--- src/rtl/hic_pkg.sv ---
package hic_pkg;
   typedef enum logic [1:0] {
      HIC_IDLE = 2'd0,
      HIC_RUN  = 2'd1,
      HIC_OFF  = 2'd2
   } hic_state_e;
endpackage

--- src/rtl/hic_on_latch.sv ---
// Per-period on latch: set by the period strobe, cleared by a limit trip.
module hic_on_latch (
   input  logic clk,
   input  logic rst_n,
   input  logic clr,
   input  logic strobe,
   input  logic trip,
   output logic on_q,
   output logic seen_q
);
   always_ff @(posedge clk or negedge rst_n) begin
      if (!rst_n) begin
         on_q   <= 1'b0;
         seen_q <= 1'b0;
      end else if (clr) begin
         on_q   <= 1'b0;
         seen_q <= 1'b0;
      end else if (strobe) begin
         on_q   <= 1'b1;
         seen_q <= 1'b0;
      end else if (trip) begin
         on_q   <= 1'b0;
         seen_q <= 1'b1;
      end
   end
endmodule

--- src/rtl/hic_limit_counter.sv ---
// Saturating count of consecutive limited periods.
module hic_limit_counter #(
   parameter int unsigned LIMIT = 16
) (
   input  logic clk,
   input  logic rst_n,
   input  logic clr,
   input  logic strobe,
   input  logic limited,
   output logic at_limit
);
   localparam int unsigned W = (LIMIT > 2) ? $clog2(LIMIT) : 1;
   localparam logic [W-1:0] TOP = W'(LIMIT - 1);

   logic [W-1:0] cnt_q;

   always_ff @(posedge clk or negedge rst_n) begin
      if (!rst_n) begin
         cnt_q <= '0;
      end else if (clr) begin
         cnt_q <= '0;
      end else if (strobe) begin
         if (!limited) begin
            cnt_q <= '0;
         end else if (cnt_q != TOP) begin
            cnt_q <= cnt_q + 1'b1;
         end
      end
   end

   assign at_limit = (cnt_q == TOP);
endmodule

--- src/rtl/hic_off_timer.sv ---
// Counts period strobes while the hiccup wait is active.
module hic_off_timer #(
   parameter int unsigned PERIODS = 256
) (
   input  logic clk,
   input  logic rst_n,
   input  logic active,
   input  logic strobe,
   output logic done
);
   localparam int unsigned W = (PERIODS > 2) ? $clog2(PERIODS) : 1;
   localparam logic [W-1:0] LAST = W'(PERIODS - 1);

   logic [W-1:0] cnt_q;

   always_ff @(posedge clk or negedge rst_n) begin
      if (!rst_n) begin
         cnt_q <= '0;
      end else if (!active) begin
         cnt_q <= '0;
      end else if (strobe) begin
         cnt_q <= cnt_q + 1'b1;
      end
   end

   assign done = active & strobe & (cnt_q == LAST);
endmodule

--- src/rtl/hiccup_fault_ctrl.sv ---
module hiccup_fault_ctrl
   import hic_pkg::*;
#(
   parameter int unsigned LIMIT_CYCLES  = 16,
   parameter int unsigned OFF_CYCLES    = 256,
   parameter bit          OFF_DISCHARGE = 1'b1,
   parameter bit          RESTART_ALL   = 1'b0
) (
   input  logic clk,
   input  logic rst_n,
   input  logic enable,
   input  logic cyc_start,
   input  logic cur_limit,
   input  logic out_collapsed,
   output logic hs_gate,
   output logic dis_en,
   output logic restart_req,
   output logic restart_all
);

   generate
      if (LIMIT_CYCLES < 2) begin : g_bad_limit
         $error("LIMIT_CYCLES must be at least 2");
      end
      if (OFF_CYCLES < 2) begin : g_bad_off
         $error("OFF_CYCLES must be at least 2");
      end
   endgenerate

   hic_state_e st_q, st_d;
   logic       running, waiting;
   logic       on_q, seen_q, limited;
   logic       at_limit, enter, off_done;
   logic       latch_clr, cnt_clr;
   logic       restart_q;

   assign running = (st_q == HIC_RUN);
   assign waiting = (st_q == HIC_OFF);
   assign limited = seen_q | cur_limit;
   assign enter   = enable & running & cyc_start & limited & at_limit & out_collapsed;

   assign latch_clr = ~enable | ~running | enter;
   assign cnt_clr   = ~enable | ~running | enter;

   hic_on_latch u_latch (
      .clk    (clk),
      .rst_n  (rst_n),
      .clr    (latch_clr),
      .strobe (cyc_start),
      .trip   (cur_limit),
      .on_q   (on_q),
      .seen_q (seen_q)
   );

   hic_limit_counter #(.LIMIT(LIMIT_CYCLES)) u_count (
      .clk      (clk),
      .rst_n    (rst_n),
      .clr      (cnt_clr),
      .strobe   (cyc_start),
      .limited  (limited),
      .at_limit (at_limit)
   );

   hic_off_timer #(.PERIODS(OFF_CYCLES)) u_timer (
      .clk    (clk),
      .rst_n  (rst_n),
      .active (enable & waiting),
      .strobe (cyc_start),
      .done   (off_done)
   );

   always_comb begin
      st_d = st_q;
      unique case (st_q)
         HIC_IDLE: if (enable) st_d = HIC_RUN;
         HIC_RUN: begin
            if (!enable)    st_d = HIC_IDLE;
            else if (enter) st_d = HIC_OFF;
         end
         HIC_OFF: begin
            if (!enable)       st_d = HIC_IDLE;
            else if (off_done) st_d = HIC_RUN;
         end
         default: st_d = HIC_IDLE;
      endcase
   end

   always_ff @(posedge clk or negedge rst_n) begin
      if (!rst_n) begin
         st_q      <= HIC_IDLE;
         restart_q <= 1'b0;
      end else begin
         st_q      <= st_d;
         restart_q <= enable & off_done;
      end
   end

   assign hs_gate     = enable & running & on_q & ~cur_limit;
   assign restart_req = restart_q;

   generate
      if (OFF_DISCHARGE) begin : g_dis
         assign dis_en = enable & waiting;
      end else begin : g_nodis
         assign dis_en = 1'b0;
      end
      if (RESTART_ALL) begin : g_all
         assign restart_all = restart_q;
      end else begin : g_local
         assign restart_all = 1'b0;
      end
   endgenerate

endmodule

--- config.mk ---
export PLATFORM = sky130hd
export DESIGN_NAME = hiccup_fault_ctrl
export DESIGN_NICKNAME = d
export VERILOG_FILES = /design/src/rtl/hic_pkg.sv /design/src/rtl/hic_on_latch.sv /design/src/rtl/hic_limit_counter.sv /design/src/rtl/hic_off_timer.sv /design/src/rtl/hiccup_fault_ctrl.sv
export SDC_FILE = /design/constraint.sdc
export NUM_CORES = 1
export LEC_CHECK = 0
export ABC_CLOCK_PERIOD_IN_PS = 2500
export BUFFER_PORTS_ARGS = -buffer_cell sky130_fd_sc_hd__buf_2
export CAP_MARGIN = 10
export CORE_MARGIN = 2
export CORE_UTILIZATION = 50
export CTS_CLUSTER_SIZE = 40
export DETAILED_ROUTE_END_ITERATION = 10
export PLACE_DENSITY_LB_ADDON = 0.15
export SLEW_MARGIN = 20
export SYNTH_ARGS = -nofsm -noshare
export SYNTH_HDL_FRONTEND = slang
export SYNTH_SLANG_ARGS = --single-unit
--- constraint.sdc ---
create_clock -name clk -period 2.5 [get_ports clk]
set_input_delay 0.375 -clock clk [delete_from_list [all_inputs] [get_ports clk]]
set_output_delay 0.375 -clock clk [all_outputs]
set_load 0.01 [all_outputs]
---- Word-level counts from Yosys, hierarchy flattened ----
Cells that the tools add are included.
word-level totals
  register bits ........................... 17
  input bits .............................. 6
  logic and storage cells ................. 58
cells by class
  add/subtract/negate cells ............... 2
  equality and inequality tests ........... 10
  muxes and demuxes ....................... 18
  bitwise operators ....................... 17
  reductions and logical operators ........ 5
operator list
  cell                                                                    count
  4-bit 2-to-1 mux                                                        4
  8-bit 2-to-1 mux                                                        2
  1-bit AND                                                               11
  2-bit 2-to-1 mux                                                        5
  8-bit by 1-bit adder with 8-bit output (second input constant)          1
  8-bit equality test (second input constant)                             1
  1-bit 2-to-1 mux                                                        6
  3-bit by 2-bit != test with 1-bit output (second input constant)        2
  2-bit one-hot mux with 3 select lines                                   1
  4-bit by 1-bit adder with 4-bit output (second input constant)          1
  4-bit equality test (second input constant)                             1
  2-bit != test (second input constant)                                   2
  4-bit != test (second input constant)                                   1
  3-bit by 1-bit != test with 1-bit output (second input constant)        1
  1-bit inverter                                                          3
  1-bit OR                                                                3
  3-bit AND reduction                                                     1
  3-bit nonzero test                                                      1
  2-bit by 1-bit equality test with 1-bit output (second input constant)  1
  2-bit equality test (second input constant)                             1
  2-bit zero test                                                         1
  2-bit AND reduction                                                     1
  2-bit nonzero test                                                      1

---- Longest topological paths before layout ----
Gate-level depths: netlist (run 1).
  depth after elaboration ................. 9
  gate-level depth with buffers ........... 5
  mapped depth without buffers ............ 5

---- Hierarchy ----
Synthesis (run 1) repeated with hierarchy kept, for this count alone.
second synthesis, totals
  cell total of the unflattened synthesis .. 88
  area, all modules ....................... 903.4 um^2
modules (own cells, without submodules)
  module             times used  cells an instance  area each (um^2)  seq. area each (um^2)
  hic_off_timer      1           38                 404.1             200.2
  hic_limit_counter  1           24                 231.5             100.1
  hiccup_fault_ctrl  1           19                 190.2             75.1
  hic_on_latch       1           7                  77.6              50.0

---- Worst setup path before layout (run 1) ----
No wires, ideal clock.
  kind .................................... register -> register
  start ................................... reg u_count.cnt_q[0]
  end ..................................... reg u_count.cnt_q[3]
  library setup time ...................... 0.064 ns
  arrival time ............................ 1.349 ns
  data required time ...................... 2.436 ns
  setup slack ............................. 1.087 ns
  stages on the path, launching flop included .. 6
  buffers on the path ..................... 0
  period minus slack after synthesis ...... 1.413 ns
  path through ............................ dfrtp_1 -> ha_1 -> and3_4 -> a311oi_1 -> and3_1 -> a211o_1
between the ends
  longest elaborated chain between the ends .. 6
  elaborated cells between the ends (all ways) .. 13
  those cells by class .................... add/sub (1); eq/ne (3); mux (4); bitwise (3); reduce/logical (2)
ends and longest elaborated chain
  item                                                                                            RTL line                 RTL
  from (decl)                                                                                     hic_limit_counter.sv:15  logic [W-1:0] cnt_q;
  from (signal assigned)                                                                          hic_limit_counter.sv:26  cnt_q <= cnt_q + 1'b1;
  parallel branches: the longest is 6 deep, another holds 4-bit by 1-bit adder with 4-bit output  -
Parallel ways; which one is timed is not known. The select of a mux whose other input is x is not followed.
A chain may end at the register's enable or synchronous reset.

---- Worst setup path after layout (run 1) ----
  start ................................... reg st_q[0]
  end ..................................... out dis_en
between the ends
  longest elaborated chain between the ends .. 2
ends and longest elaborated chain
  item                    RTL line                  RTL
  from (decl)             hiccup_fault_ctrl.sv:30   hic_state_e st_q, st_d;
  from (signal assigned)  hiccup_fault_ctrl.sv:93   st_q <= st_d;
  2-bit equality test     hiccup_fault_ctrl.sv:38   assign waiting = (st_q == HIC_OFF);
  1-bit AND               hiccup_fault_ctrl.sv:103  assign dis_en = enable & waiting;
  to (decl)               hiccup_fault_ctrl.sv:16   output logic dis_en,
No other way between the ends.

==> qor.yml, run 1 <==
worst_setup_path:
  crit_fanout: 10
  critPathKind: "reg -> out"
  cp_slowest_cell: "dfrtp_1"
  endpoint_kind: "output port"
  arrival_ps: 1370
  slowest_delay_ps: 430
  rrSetupSlack_ps: 900
  worstPathCellList: "nand3b_1 -> inv_1 -> buf_2"
  required_ps: 2120
  critPathLaunchType: "register"
route:
  drc: 0
  ant_nets: 0
  via_per_inst: 5.75
  via_count: 667
  first_iter_violations: 16
  post_drt_wl_per_cell_um: 13.0
  dr.pass1.iters: 6
  routed_wl_um: 1510
die:
  die_w_um: 45.9
  std_cell_rows: 15
  die_h_um: 45.9
  ioPinCount: 10
  start_util_pct: 52.0
  dieArea_mm2: 0.00211
  coreArea_mm2: 0.00169
pwr:
  intPower_uw: 403
  switchingPower_uw: 169
  power_density_mw_per_mm2: 594
  pwr-share-seq_pct: 55.4
  pwr-share-clk_pct: 26.3
  combinationalPowerShare_pct: 18.3
  p_leak_nw: 0.453
  ir_worst_vdd_uv: 291
  swShare_pct: 29.5
logic_synthesis:
  syn-instance-count: 88
  synth-simple-area-share_pct: 26.9
  synth-edff-count: 0
  ys_ff_latch: 17
  async_flop_share_pct: 100
  avgSynthCellArea_um2: 9.98
  ys_warn_count: 0
  synth_fp_nets: 96
  seq_area_frac_synth_pct: 48.4
  synth.distinct_cells: 35
  synthTopCellsByArea: "dfrtp_1 (48%), xor2_1 (5.0%), nor2_1 (4.7%)"
  synth_compound_area_share_pct: 10.1
  synth_top_family_by_area: "simple AND/OR/NAND/NOR gates"
  synth_mux_area_share_pct: 2.28
  synth_top_area_share_pct: 48.4
  yosys.area_share.adder_pct: 2.85
  ys.flop_type: "dfrtp_1"
  synth_area_um2: 878
  synth_top_area_cell: "dfrtp_1"
  yosys.area_share.xor_xnor_pct: 5.98
placed_design:
  place_congestion: 0.764
  dpl.hpwl_um: 1070
  numPortBuffers: 8
timing:
  setup_viol: 0
  fin_setup_tns_ps: 0
  hold_viol: 0
  timing.hold.ws_ps: 366
  skew_ps: 6.55
  slew_viol_final: 0
  fin_crit_sh_pct: 69.6
  period_needed_ps: 1740
  rsz0062_at_grt: "false"
  max_freq_mhz: 574
hold_path:
  hp-class: "in -> reg"
global_routing:
  use_met1_pct: 26.8
  globalRouteMet3Util_pct: 4.76
  grt_pass1_wl_um: 2690
  antenna_found_initial: 0
  busiest_layer: "met1"
  overflow: 0
  use_met2_pct: 24.2
  grt_pass1_vias: 618
  track_usage_pct: 17.6
  grt_start_max_net_pins: 18
layout:
  final_common_cell: "dfrtp_1"
  nFillCells: 148
  nets: 108
  area_delta_synth_final_pct: 9.54
  multiInputGateArea_um2: 427
  regArea_um2: 425
  mostFrequentLayoutCells: "dfrtp_1 (17), nor2_1 (11), buf_2 (8)"
  diodes: 0
  drive_gt1_share_pct: 15.2
cts:
  cts_buffer_depth: 2
  cts_tree: "done"
  cts-buffers-inserted: 3
  holdBufCountCts: 1
  cts_sinks: 17
  cts_setup_buffers: 0
  cts-root-buf: "clkbuf_4"
  insertion_delay_ps: 290
  ctsResizeCount: 0
  path_clk_slew_ps: 110
  cts_max_level: 1
job:
  max_cap_viol_count: 0
run_status:
  run_status: "finished, final reports clean"
==> worst max-delay path: cells and delay by family, from the launching register on <==
kind | cells | cell delay, ps
flops | 1 | 430
simple gates | 1 | 360
buf+inv | 2 | 280
==> logic make-up after synthesis <==
logic type	Yosys count
AO/OA/AOI/OAI	14
XOR/XNOR	6
adder cells (fa/ha/maj)	2
buffers and inverters	5
flip-flops	17
multiplexers	2
other	1
AND/OR/NAND/NOR	41
==> cell type report <==
class,instances,area share [%]
Clock buffer,3,2.34
Clock inverter,1,0.520
Inverter,3,1.17
Multi-Input combinational cell,66,44.3
Sequential cell,17,44.2
Tap cell,17,2.21
Timing Repair Buffer,9,5.20
==> registers in the layout (all words and copies together), names as in the netlist <==
signal          count
u_timer.cnt_q       8
u_latch.seen_q      1
u_count.cnt_q       4
st_q                2
restart_req         1
u_latch.on_q        1
==> metal layers <==
metal  share of wire, %  up-vias
met3                3.3        2
met4               0.59        0
met2                 44       13
met5                  0        -
li1                   -      333
met1                 52      319
==> through the flow <==
| stage | setup WS (ps) | power, mW | cell area, um^2 | cells | util [%] |
|---|---|---|---|---|---|
| global route | 633 | 0.607 | 962 | 116 | 57.0 |
| CTS | 739 | 0.577 | 962 | 116 | 57.0 |
| detailed placement | 956 | 0.427 | 925 | 111 | 54.7 |
| finish | 759 | 0.572 | 962 | 116 | 57.0 |
| global placement | 957 | 0.426 | 925 | 111 | 54.7 |
| floorplan | 1090 | 0.396 | 878 | 88 | - |
==> power by group through the flow <==
stage	sequential, mW	combinational (mW)	clock, mW
after CTS	0.317	0.106	0.154
after floorplan	0.318	0.0781	0
after global placement	0.322	0.104	0
after detailed placement	0.322	0.104	0
after global routing	0.321	0.118	0.169
final	0.317	0.104	0.150
==> Yosys cell counts (all sizes together) (2+ instances only) <==
library cell,instances
nand3,4
mux2i,2
inv,3
nand4,5
nand2,5
dfrtp,17
nor2,12
nand3b,3
and3,2
xor2,5
a21oi,4
nor3,2
o21ai,4
buf,2
ha,2
==> path summary, 6_finish.rpt <==
kind,from,endpoint,cells after the start
max,st_q[0],dis_en,3
max reg2reg,u_count.cnt_q[0],u_count.cnt_q[3],5
max in group asynchronous,rst_n,u_timer.cnt_q[3],2
min in group asynchronous,rst_n,st_q[0],2
min reg2reg,u_latch.on_q,u_latch.on_q,2
min,enable,st_q[0],3
(Power assumes the default switching activity.)
==> inputs of run 2 (changes only) <==
--- a/config.mk
+++ b/config.mk
@@ -5,7 +5,7 @@
 export SDC_FILE = /design/constraint.sdc
 export NUM_CORES = 1
 export LEC_CHECK = 0
-export ABC_CLOCK_PERIOD_IN_PS = 2500
+export ABC_CLOCK_PERIOD_IN_PS = 1500
 export BUFFER_PORTS_ARGS = -buffer_cell sky130_fd_sc_hd__buf_2
 export CAP_MARGIN = 10
 export CORE_MARGIN = 2
==> constraint.sdc (replaced) <==
create_clock -name clk -period 1.5 [get_ports clk]
set_input_delay 0.225 -clock clk [delete_from_list [all_inputs] [get_ports clk]]
set_output_delay 0.225 -clock clk [all_outputs]
set_load 0.01 [all_outputs]
==> run 2 against run 1 <==
Clock-buffer cell count stayed put. Final area is 4.3% higher. Die area is the same. Register-to-register slack got worse by 850 ps. Cell count up 2.6%. Critical path type is now reg -> reg.
==> qor.yml, run 2 (same netlist as run 1, synthesis figures left out) <==
route:
  first_iter_violations: 7  # -9
  ant_nets: 0  # unchanged
  post_drt_wl_per_cell_um: 13.4  # +3.0%
  drc: 0  # unchanged
  routed_wl_um: 1600  # +5.7%
  via_per_inst: 5.69  # -1.1%
  dr.pass1.iters: 4  # -2
  via_count: 677  # +1.5%
worst_setup_path:
  cp_num_buf_inv: 0  # -2
  critPathKind: "reg -> reg"
  critPathLaunchType: "register"
  cp_slowest_cell: "dfrtp_1"
  crit_family: "simple AND/OR/NAND/NOR gates"
  crit_fanout: 4  # -6
  endpoint_kind: "register"
  arrival_ps: 1630  # +260 ps
  slowest_delay_ps: 380  # -50 ps
  required_ps: 1680  # -440 ps
  worstPathCellList: "ha_2 -> and3_4 -> a311oi_2 -> and3_1 -> a211o_1"
cts:
  cts-root-buf: "clkbuf_4"
  insertion_delay_ps: 290  # about the same
  cts_buffer_depth: 2  # unchanged
  cts_sinks: 17  # unchanged
  cts_max_level: 1  # unchanged
  path_clk_slew_ps: 100  # about the same
  cts_tree: "done"
  cts-buffers-inserted: 3  # unchanged
layout:
  reg.largest.list: "u_timer.cnt_q: 8 flops, u_count.cnt_q: 4 flops, st_q: 2 flops"
  drive_gt1_share_pct: 21.6  # +6.4 points
  largest_reg_flops: 8  # unchanged
  top_register: "u_timer.cnt_q"
  final_common_cell: "dfrtp_1"
  final_area_mm2: 0.00100  # +4.3%
  diodes: 0  # unchanged
  mostFrequentLayoutCells: "dfrtp_1 (17), nor2_1 (11), buf_2 (8)"
  finalNonFillerCells: 119  # +2.6%
  area_delta_synth_final_pct: 14.2
  nFillCells: 147  # -0.68%
  nets: 111  # +2.8%
die:
  ioPinCount: 10  # unchanged
  start_util_pct: 52.0  # unchanged
  coreArea_mm2: 0.00169  # unchanged
  std_cell_rows: 15  # unchanged
  die_w_um: 45.9  # unchanged
  dieArea_mm2: 0.00211  # unchanged
  die_h_um: 45.9  # unchanged
run_status:
  run_status: "finished, final reports clean"
timing:
  rsz0062_at_grt: "true"
  max_freq_mhz: 688
  hold_viol: 0  # unchanged
  fin_crit_sh_pct: 96.8
  period_needed_ps: 1450
  skew_ps: 6.26  # -0.284 ps
  slew_viol_final: 0  # unchanged
  setup_viol: 0  # unchanged
global_routing:
  antenna_found_initial: 0  # unchanged
  grt_pass1_vias: 603  # -2.4%
  track_usage_pct: 16.7  # -0.94 points
  grt_pass1_wl_um: 2530  # -6.2%
  overflow: 0  # unchanged
  grt_start_max_net_pins: 18  # unchanged
placed_design:
  placed_area_um2: 940  # +1.6%
  place_congestion: 0.772  # +1.1%
  dpl.hpwl_um: 1110  # +3.9%
  numPlacedInstances: 113  # +1.8%
  numPortBuffers: 8  # unchanged
job:
  max_cap_viol_count: 0  # unchanged
hold_path:
  hp-class: "in -> reg"
pwr:
  power_density_mw_per_mm2: 979  # +65%
  p_leak_nw: 0.466  # +3.0%
  ir_worst_vdd_uv: 522  # +79%
  total_power_uw: 982  # +72%
==> run 2: cell types whose count changed in the layout (fill, tap and decap cells not counted), sizes merged <==
| cell | before | now |
|---|---|---|
| buf | 8 | 11 |
==> run 2: report_power, final <==
group	total, mW	internal (mW)	switching, mW	leakage [nW]
registers	0.528	0.495	0.0332	0.234
clock network	0.245	0.0990	0.146	0.0177
logic	0.209	0.0995	0.110	0.214
total	0.982	0.693	0.289	0.466
==> run 2: stage by stage <==
stage,setup WS (ps),TNS [ps],utilization (%),hold WS [ps]
after detailed placement,29.0,0,55.6,170
after global routing,-20.0,-22.5,59.4,246
after CTS,24.7,0,58.7,222
final,47.5,0,59.4,229
after global placement,51.8,0,55.6,167
after floorplan,87.0,0,-,-70.6
==> run 2: final cells by class <==
class | instances | area [um^2] | area share, %
clock buffers | 3 | 22.5 | 2.24
well taps | 17 | 21.3 | 2.12
flip-flops and latches | 17 | 425 | 42.4
inverters | 3 | 11.3 | 1.12
clock inverters | 1 | 5.00 | 0.499
multi-input cells | 66 | 445 | 44.4
repair buffers | 12 | 72.6 | 7.23
==> run 2: tightest hold or removal path: stages <==
cell and delay (ps):
buf_2 130, nand3b_1 80, nand2_1 50
==> run 2: timing repair <==
item | in CTS | in global routing
buffers inserted | 1 | 0
setup endpoints to repair | 2 | 3
pin swaps | 0 | 1
hold endpoints to repair | 17 | 0
gates resized for setup | 1 | 3
hold buffers | 1 | 0
==> run 2: final timing paths <==
kind / start / endpoint / slack (ps) / depth (start not counted)
setup / recovery: u_count.cnt_q[1] / u_count.cnt_q[3] / 50 / 5
hold / removal: enable / st_q[0] / 230 / 3
setup reg to reg: u_count.cnt_q[1] / u_count.cnt_q[3] / 50 / 5
hold reg to reg: u_latch.on_q / u_latch.on_q / 520 / 2
max in group asynchronous: rst_n / u_count.cnt_q[1] / 860 / 2
min in group asynchronous: rst_n / u_timer.cnt_q[6] / 370 / 2
==> run 2: per-layer routing <==
metal  global-route usage [%]  share of wire [%]  up-vias
li1                         -                  -      342
met1                     23.3                 52      319
met2                     24.7                 43       14
met3                     3.57                3.3        2
met4                     6.86               0.88        0
met5                        0                  0        -
==> inputs of run 3 (changes only) <==
--- a/config.mk
+++ b/config.mk
@@ -5,6 +5,7 @@
 export SDC_FILE = /design/constraint.sdc
 export NUM_CORES = 1
 export LEC_CHECK = 0
+export ABC_AREA = 1
 export ABC_CLOCK_PERIOD_IN_PS = 1500
 export BUFFER_PORTS_ARGS = -buffer_cell sky130_fd_sc_hd__buf_2
 export CAP_MARGIN = 10
==> run 3 against run 2 <==
Clock-buffer cell count increased by 1. Highest routed layer unchanged. Critical endpoint is now dis_en. Combinational power decreased by 63%. Synthesized area increased by 16%. Clock power about the same.
==> qor.yml, run 3 <==
run_status:
  run_status: "finished, final reports clean"
route:
  dr.pass1.iters: 4  # unchanged
  post_drt_wl_per_cell_um: 11.1  # -18%
  routed_wl_um: 1880  # +18%
  first_iter_violations: 23  # +16
  via_per_inst: 4.96  # -13%
  drc: 0  # unchanged
  ant_nets: 0  # unchanged
  via_count: 843  # +25%
layout:
  mostFrequentLayoutCells: "nand2_1 (36), dfrtp_1 (17), inv_1 (16), nor2_1 (16), nand3_1 (9)"
  diodes: 0  # unchanged
  area_delta_synth_final_pct: 9.21
  nFillCells: 199  # +35%
  final_common_cell: "nand2_1"
  multiInputGateArea_um2: 510  # +15%
  largest_reg_flops: 8  # unchanged
  finish.utilization_pct: 57.3  # -2.1 points
  top_register: "u_timer.cnt_q"
  drive_gt1_share_pct: 20.3  # -1.3 points
  nets: 152  # +37%
  reg.largest.list: "u_timer.cnt_q: 8 flops, u_count.cnt_q: 4 flops, st_q: 2 flops"
  regArea_um2: 425  # unchanged
placed_design:
  numPortBuffers: 8  # unchanged
  dpl.hpwl_um: 1410  # +27%
  place_congestion: 0.790  # +2.4%
logic_synthesis:
  async_flop_share_pct: 100  # unchanged
  synthTopCellsByArea: "dfrtp_1 (42%), nand2_1 (13%), inv_1 (5.9%)"
  synth_area_mm2: 0.00102  # +16%
  ys_warn_count: 0  # unchanged
  synth_top_area_share_pct: 41.8  # -6.7 points
  synth_fp_nets: 140  # +46%
  synthTopCellsByCount: "nand2_1 (36), dfrtp_1 (17), inv_1 (16), nor2_1 (16), nand3_1 (9)"
  synth-edff-count: 0  # unchanged
  synth_top_area_cell: "dfrtp_1"
  avgSynthCellArea_um2: 7.72  # -23%
  syn-instance-count: 132  # +50%
  seq_area_frac_synth_pct: 41.8  # -6.7 points
  ys_ff_latch: 17  # unchanged
  synth.distinct_cells: 25  # -29%
  ys.flop_type: "dfrtp_1"
  synth.most_common_cell: "nand2_1"
worst_setup_path:
  crit_fanout: 7  # +3
  arrival_ps: 1180  # -450 ps
  r2r-start: "u_count.cnt_q[0]"
  timing.rr.end: "u_count.cnt_q[3]"
  reg2regPathDepth: 8  # +3
  rrSetupSlack_ps: 170  # +120 ps
  required_ps: 1270  # -410 ps
  critPathLaunchType: "register"
  critPathKind: "reg -> out"
  endpoint_kind: "output port"
cts:
  cts_max_level: 1  # unchanged
  insertion_delay_ps: 280  # about the same
  cts_buffer_depth: 2  # unchanged
  cts-buffers-inserted: 3  # unchanged
  cts-root-buf: "clkbuf_4"
  cts_sinks: 17  # unchanged
  path_clk_slew_ps: 100  # about the same
  cts_setup_buffers: 0  # -1
  cts_tree: "done"
die:
  start_util_pct: 52.4  # +0.45 points
  dieArea_mm2: 0.00241  # +15%
  die_w_um: 49.1  # +7.0%
  die_h_um: 49.1  # +7.0%
  coreArea_mm2: 0.00194  # +15%
  std_cell_rows: 16  # +1
  ioPinCount: 10  # unchanged
timing:
  fin_crit_sh_pct: 93.4  # -3.5 points
  rsz0062_at_grt: "false"
  slew_viol_final: 0  # unchanged
  fin_setup_tns_ps: 0  # unchanged
  skew_ps: 1.15  # -5.12 ps
  max_freq_mhz: 714  # +3.7%
  setup_viol: 0  # unchanged
  hold_viol: 0  # unchanged
  period_needed_ps: 1400  # -52.0 ps
pwr:
  ir_worst_vdd_uv: 420  # -20%
  power_density_mw_per_mm2: 712  # -27%
  p_leak_nw: 0.586  # +26%
global_routing:
  grt_pass1_vias: 771  # +28%
  overflow: 0  # unchanged
  grt_start_max_net_pins: 18  # unchanged
  grt_pass1_wl_um: 3350  # +33%
  antenna_found_initial: 0  # unchanged
  track_usage_pct: 18.5  # +1.9 points
hold_path:
  min_from: "enable"
  whs_path_depth: 3  # unchanged
  whs_endpoint: "st_q[0]"
  hp-class: "in -> reg"
job:
  max_cap_viol_count: 0  # unchanged
## run 3: cell count changes after synthesis, moves of 3 or more
cell and delta:
nand3_1 +5, nor2_4 +3, nand2_1 +31, nand2_2 +7, inv_1 +13, nor2_1 +5, xor2_1 -5
## run 3: cells by family after synthesis
group	after synthesis	synth area share [%]
AND/OR/NAND/NOR	83	41.9
buffers and inverters	19	8.11
flip-flops	17	41.8
AO/OA/AOI/OAI	10	5.41
adder cells (fa/ha/maj)	2	2.46
other	1	0.368
## run 3: layout make-up
type                       instances  area share [%]
tap                               27            3.04
timing repair buffer               9            4.50
clock buffer                       4            2.36
inverter                          17            5.96
multi-input combinational         96            45.9
sequential                        17            38.2
## run 3: worst max-delay path: stages (launching register included)
cell	delay [ps]
dfrtp_1	400
inv_1	80
nand3_2	130
inv_4	130
buf_2	140
## run 3: how the worst max path moves through the flow
stage                     start                to  slack [ps]  depth (start not counted)
3_5_place_dp   u_count.cnt_q[0]  u_count.cnt_q[3]         200                          8
2_1_floorplan  u_count.cnt_q[0]  u_count.cnt_q[3]         320                          8
4_1_cts                 st_q[0]            dis_en          60                          4
5_1_grt                 st_q[1]           hs_gate          20                          4
3_3_place_gp   u_count.cnt_q[0]  u_count.cnt_q[0]         220                          8
6_report                st_q[0]            dis_en         100                          4
## run 3: metrics by stage
| stage | worst slack, ps | total power [mW] | hold WS [ps] | instances | cell area, um^2 |
|---|---|---|---|---|---|
| floorplan | 318 | 0.534 | -70.6 | 132 | 1020 |
| global placement | 217 | 0.556 | 173 | 165 | 1070 |
| detailed placement | 205 | 0.558 | 170 | 165 | 1070 |
| CTS | 59.2 | 0.803 | 201 | 170 | 1110 |
| global route | 15.5 | 0.846 | 215 | 170 | 1110 |
| finish | 99.5 | 0.792 | 207 | 170 | 1110 |
## run 3: report_power, final
group          internal [mW]  total, mW  switching [mW]  leakage [nW]
sequential             0.467      0.474         0.00638         0.234
combinational         0.0229     0.0763          0.0534         0.336
clock                  0.103      0.242           0.139        0.0150
## run 3: repair_timing
| action | in CTS | in global routing |
|---|---|---|
| setup endpoints to repair | 0 | 1 |
| gates resized for setup | 0 | 1 |
| hold endpoints to repair | 17 | 0 |
| hold buffers | 1 | 0 |
## run 3: per-layer routing
| metal | part of all wire (%) | vias to the layer above | GRT usage (%) |
|---|---|---|---|
| met2 | 44 | 21 | 27.3 |
| met5 | 0 | - | 0 |
| li1 | - | 438 | - |
| met4 | 1.3 | 0 | 9.05 |
| met1 | 50 | 382 | 25.4 |
| met3 | 4.6 | 2 | 4.60 |
